## src/rtl/spi_presc_pkg.sv

```systemverilog
package spi_presc_pkg;

    localparam int PRE_DIV_W   = 2;
    localparam int PRE_BRG_W   = 6;
    localparam int PRE_BRG_MIN = 4;
    // half period (2<<div)*(brg+1) peaks at 2^(2^DIV_W) * 2^BRG_W
    localparam int PRE_CNT_W   = (1 << PRE_DIV_W) + PRE_BRG_W;

    typedef struct packed {
        logic                 pol;
        logic [PRE_DIV_W-1:0] div;
        logic [PRE_BRG_W-1:0] brg;
    } presc_cfg_t;

    typedef enum logic [1:0] {
        PH_OFF    = 2'd0,
        PH_IDLE   = 2'd1,
        PH_ACTIVE = 2'd2
    } presc_phase_t;

    function automatic logic [PRE_BRG_W-1:0] brg_floor(input logic [PRE_BRG_W-1:0] b);
        if (b < PRE_BRG_W'(PRE_BRG_MIN))
            return PRE_BRG_W'(PRE_BRG_MIN);
        return b;
    endfunction

    function automatic presc_cfg_t cfg_sanitize(input logic pol,
                                                input logic [PRE_DIV_W-1:0] div,
                                                input logic [PRE_BRG_W-1:0] brg);
        presc_cfg_t c;
        c.pol = pol;
        c.div = div;
        c.brg = brg_floor(brg);
        return c;
    endfunction

    // half period minus one, in main-clock cycles
    function automatic logic [PRE_CNT_W-1:0] half_minus_one(input presc_cfg_t c);
        logic [PRE_CNT_W:0] p;
        p = (PRE_CNT_W+1)'(c.brg) + (PRE_CNT_W+1)'(1);
        p = p << (int'(c.div) + 1);
        return PRE_CNT_W'(p - (PRE_CNT_W+1)'(1));
    endfunction

endpackage

```

## src/rtl/spi_presc_cfg.sv

```systemverilog
module spi_presc_cfg
    import spi_presc_pkg::*;
(
    input  logic       clk,
    input  logic       rst,
    input  logic       capture,
    input  presc_cfg_t cfg_live,
    output presc_cfg_t cfg_q
);

    // holds the sanitized settings seen at the enabling edge
    always_ff @(posedge clk) begin
        if (rst) begin
            cfg_q <= '0;
        end else if (capture) begin
            cfg_q <= cfg_live;
        end
    end

endmodule

```

## src/rtl/spi_presc_timer.sv

```systemverilog
module spi_presc_timer #(
    parameter int CNT_W = 10
) (
    input  logic             clk,
    input  logic             rst,
    input  logic             enable,
    input  logic             start,
    input  logic             running,
    input  logic [CNT_W-1:0] reload,
    output logic             tick
);

    logic [CNT_W-1:0] cnt_q;
    logic             at_zero;

    assign at_zero = (cnt_q == '0);
    assign tick    = enable && running && at_zero;

    always_ff @(posedge clk) begin
        if (rst || !enable) begin
            cnt_q <= '0;
        end else if (start) begin
            cnt_q <= reload;
        end else if (running) begin
            if (at_zero)
                cnt_q <= reload;
            else
                cnt_q <= cnt_q - CNT_W'(1);
        end
    end

endmodule

```

## src/rtl/spi_presc_edge.sv

```systemverilog
module spi_presc_edge
    import spi_presc_pkg::*;
(
    input  logic clk,
    input  logic rst,
    input  logic enable,
    input  logic cpol_live,
    input  logic pol_held,
    input  logic tick,
    output logic start,
    output logic running,
    output logic sclk,
    output logic lead_stb,
    output logic trail_stb
);

    presc_phase_t phase_q;

    assign start   = enable && (phase_q == PH_OFF);
    assign running = (phase_q != PH_OFF);

    always_ff @(posedge clk) begin
        if (rst || !enable) begin
            phase_q   <= PH_OFF;
            sclk      <= cpol_live;
            lead_stb  <= 1'b0;
            trail_stb <= 1'b0;
        end else begin
            lead_stb  <= 1'b0;
            trail_stb <= 1'b0;
            unique case (phase_q)
                PH_OFF: begin
                    phase_q <= PH_IDLE;
                    sclk    <= cpol_live;
                end
                PH_IDLE: begin
                    if (tick) begin
                        phase_q  <= PH_ACTIVE;
                        sclk     <= ~pol_held;
                        lead_stb <= 1'b1;
                    end
                end
                PH_ACTIVE: begin
                    if (tick) begin
                        phase_q   <= PH_IDLE;
                        sclk      <= pol_held;
                        trail_stb <= 1'b1;
                    end
                end
                default: begin
                    phase_q <= PH_OFF;
                    sclk    <= cpol_live;
                end
            endcase
        end
    end

endmodule

```

## src/rtl/spi_sclk_prescaler.sv

```systemverilog
module spi_sclk_prescaler
    import spi_presc_pkg::*;
(
    input  logic                 clk,
    input  logic                 rst,
    input  logic                 enable,
    input  logic                 cpol,
    input  logic [PRE_DIV_W-1:0] div_sel,
    input  logic [PRE_BRG_W-1:0] brg_sel,
    output logic                 sclk,
    output logic                 lead_stb,
    output logic                 trail_stb
);

    localparam int CNT_W = PRE_CNT_W;

    presc_cfg_t       cfg_live;
    presc_cfg_t       cfg_held;
    logic             start;
    logic             running;
    logic             tick;
    logic [CNT_W-1:0] reload;

    assign cfg_live = cfg_sanitize(cpol, div_sel, brg_sel);
    // the first reload comes from the live settings, later ones from the held copy
    assign reload   = start ? half_minus_one(cfg_live) : half_minus_one(cfg_held);

    spi_presc_cfg u_cfg (
        .clk      (clk),
        .rst      (rst),
        .capture  (start),
        .cfg_live (cfg_live),
        .cfg_q    (cfg_held)
    );

    spi_presc_timer #(.CNT_W(CNT_W)) u_timer (
        .clk     (clk),
        .rst     (rst),
        .enable  (enable),
        .start   (start),
        .running (running),
        .reload  (reload),
        .tick    (tick)
    );

    spi_presc_edge u_edge (
        .clk       (clk),
        .rst       (rst),
        .enable    (enable),
        .cpol_live (cpol),
        .pol_held  (cfg_held.pol),
        .tick      (tick),
        .start     (start),
        .running   (running),
        .sclk      (sclk),
        .lead_stb  (lead_stb),
        .trail_stb (trail_stb)
    );

endmodule

```

## config.mk

```make
export PLATFORM = sky130hd
export DESIGN_NAME = spi_sclk_prescaler
export DESIGN_NICKNAME = d
export VERILOG_FILES = /design/src/rtl/spi_presc_pkg.sv /design/src/rtl/spi_presc_cfg.sv /design/src/rtl/spi_presc_timer.sv /design/src/rtl/spi_presc_edge.sv /design/src/rtl/spi_sclk_prescaler.sv
export SDC_FILE = /design/constraint.sdc
export NUM_CORES = 1
export LEC_CHECK = 0
export BUFFER_PORTS_ARGS = -buffer_cell sky130_fd_sc_hd__buf_2
export CAP_MARGIN = 20
export CORE_ASPECT_RATIO = 1.75
export CORE_UTILIZATION = 62
export CTS_CLUSTER_SIZE = 25
export DETAILED_ROUTE_END_ITERATION = 16
export PLACE_DENSITY = 0.81
export SETUP_SLACK_MARGIN = 0.05
export SLEW_MARGIN = 10
export SYNTH_ARGS = -nofsm -noshare
export SYNTH_HDL_FRONTEND = slang
export SYNTH_HIERARCHICAL = 1
export SYNTH_SLANG_ARGS = --single-unit
```

## constraint.sdc

```tcl
create_clock -name clk -period 4.45 [get_ports clk]
set_input_delay 0.2225 -clock clk [delete_from_list [all_inputs] [get_ports clk]]
set_output_delay 0.2225 -clock clk [all_outputs]
set_load 0.02 [all_outputs]
```

==> impl_metrics.ini <==
[outcome]
outcome = finished clean

[die]
ios = 15
core_area_um2 = 4190
initial_core_util_pct = 65.9
rows = 31
fp.dieH_um = 90.3
die_w_um = 52.5
dieArea_um2 = 4740

[cts]
h-tree-depth = 1
clock_latency_ps = 280
clockBufferDepth = 2
post_cts_buffers = 0
clock_sinks = 24
numCtsBuffers = 3
root_buffer = clkbuf_8
tritoncts = yes
cts_resized = 0
holdBufCountCts = 0
clk_pin_slew_ps = 90

[synthesis]
synth_edf_count = 1
ys_seq_area_share_pct = 17.8
ys_async_sr_fraction_pct = 0
synthesis.nets = 382
synth_area_um2 = 2760
synthCells = 358
yosys_register_bits = 24
synth-warning-count = 6
ys.flop_type = dfxtp_1
avgSynthCellArea_um2 = 7.71
yosys.cell_types.count = 89

[placement]
post-place-ws_ps = 533
place.gp.congestion = 0.971
placedCellCount = 399
place_hpwl_mm = 5.47
io_buffers = 14

[setup_path]
crit_type = in2reg
crit_start = brg_sel[4]
slowest_delay_ps = 640
cp-end-kind = flop
required_ps = 4660
worst_ep_arrival_time_ps = 3930
crit_fanout = 12
slowest_stage = o41ai_2
cp_cell_sequence = buf_2 > o41ai_2 > inv_1 > ha_1 > or2_2 > o211ai_2 > o32ai_1 > o22ai_2 > nand4_2 > or3_4 > nor3_2 > xnor2_1 > a2bb2oi_1 > o31a_1 > o31ai_2
reg2reg_from = u_edge/phase_q[0]
start_kind = input port

[global_route]
grt_pass1_vias = 2519
grt_max_degree = 30
antenna_found_initial = 0
grtUsageTotal_pct = 31.5
grt_overflow_total = 0
grt_pass1_wl_mm = 11.4

[pwr]
p_per_area_nw_per_um2 = 298
leakagePower_nw = 1.11
finalPower_mw = 0.848
ir_worst_vdd_uv = 224

[routing]
vias = 2697
drc = 0
postRouteWirelength_mm = 7.08
first_pass_iters = 6
antenna_left = 0
routedWlPerCell_um = 17.6
routed_via_density = 6.69
drtIter0Drc = 99

[final_layout]
syn2layout_area_growth_pct = 3.08
n_fill_cell = 373
layout_common_cells = nand2_1 (31), nor2_1 (28), dfxtp_1 (23)
final_common_cell = nand2_1
final_nets = 379
drive_gt1_share_pct = 14.7
final_cell_count_no_fill = 403
n_antenna_cell = 0

[sta]
max_freq_ghz = 0.269
rsz0062_at_grt = no
fin_skew_ps = 7.61
setup_slack_ps = 733
maxSlewHeadroom_pct = 56.5
hold_viol_final = 0
slew_viol_final = 0
whs_ps = 192
worst_slew_pin_slew_ps = 653
period_needed_ps = 3720
setup_viol_count_final = 0
finalCritPeriodShare_pct = 83.5
final.setup.tns_ps = 0

[min_path]
hold_start = cpol
hp-class = in2reg

[job]
cap_violations = 0
==> area by class of cell <==
type,count,area [um2],share of cell area [%]
Clock buffer,3,41.3,1.45
Multi-Input combinational cell,290,2060,72.2
Sequential cell,24,490,17.2
Clock inverter,1,30.0,1.05
Inverter,18,67.6,2.37
Timing Repair Buffer,18,100,3.52
Tap cell,49,61.3,2.15
==> final timing paths <==
path | end | slack, ps | cells past startpoint
worst min register to register | u_cfg/cfg_q[8] | 530 | 2
worst max-delay path | u_timer/cnt_q[9] | 730 | 15
worst max register to register | u_timer/cnt_q[9] | 850 | 15
worst min-delay path | u_cfg/cfg_q[8] | 190 | 3
==> metrics by stage <==
stage                     utilization, %  instance area, um2
after global routing                68.0                2850
after CTS                           68.0                2850
after floorplan                        -                2760
after global placement              66.2                2780
final                               68.0                2850
after detailed placement            66.2                2780
==> synth_stat cells (3+ instances only) <==
master,number,area share (%)
o211ai_1,4,1.1
inv_1,17,2.3
nand2b_1,9,2.0
nand4_1,5,1.1
dfxtp_1,23,17
o22ai_1,3,0.68
and3_1,5,1.1
nor3_1,10,1.8
o221ai_1,3,0.95
xor2_1,8,2.5
or3_1,3,0.68
a2bb2oi_1,3,0.95
clkbuf_1,8,1.1
buf_6,3,1.2
or2_2,4,0.91
a31oi_1,6,1.4
o31ai_1,3,0.82
and2_1,3,0.68
ha_1,12,5.4
a21oi_1,17,3.1
o21ai_0,16,2.9
a211oi_1,4,1.1
nor2_1,28,3.8
or3_4,3,1.2
nand3_1,9,1.6
buf_2,11,2.0
nand2_1,31,4.2
nor2b_1,11,2.5
mux2i_1,16,5.8
xnor2_1,7,2.2
==> layer usage <==
layer | track usage [%] | wire (um) | vias to the layer above | part of all wire, %
met1 | 31.9 | 2610 | 1252 | 37
met5 | 0 | 0 | - | 0
met4 | 18.9 | 365 | 0 | 5.2
met2 | 57.4 | 3820 | 103 | 54
li1 | - | - | 1313 | -
met3 | 3.54 | 282 | 29 | 4.0
==> power breakdown <==
part	switching (mW)	leakage (nW)	internal (mW)
Clock	0.0794	0.0357	0.121
Combinational	0.228	0.877	0.164
Sequential	0.0230	0.199	0.233
==> flip-flops by register name, indices dropped and copies added (netlist names) <==
signal and cells:
u_edge/trail_stb 1, u_edge/sclk 1, u_cfg/cfg_q 9, u_edge/lead_stb 1, u_timer/cnt_q 10, u_edge/phase_q 2
==> critical path, delay by kind of cell <==
family / cells / cell delay [ps]
AOI/OAI and AO/OA: 7 / 1790
xor gates and xnor gates: 1 / 170
and+or+nand+nor: 4 / 1070
buffers and inverters: 2 / 350
adders and majority gates: 1 / 330
==> logic make-up (layout without fill, tap and decap cells) <==
family | count (synthesis) | count (layout) | synth area share, %
buf+inv | 44 | 40 | 7.79
flops | 24 | 24 | 17.8
xor+xnor | 15 | 15 | 4.76
mux | 21 | 21 | 8.38
compound gates | 96 | 96 | 25.6
simple gates | 146 | 146 | 30.2
fa+ha+maj | 12 | 12 | 5.44
(Power assumes the default switching activity.)
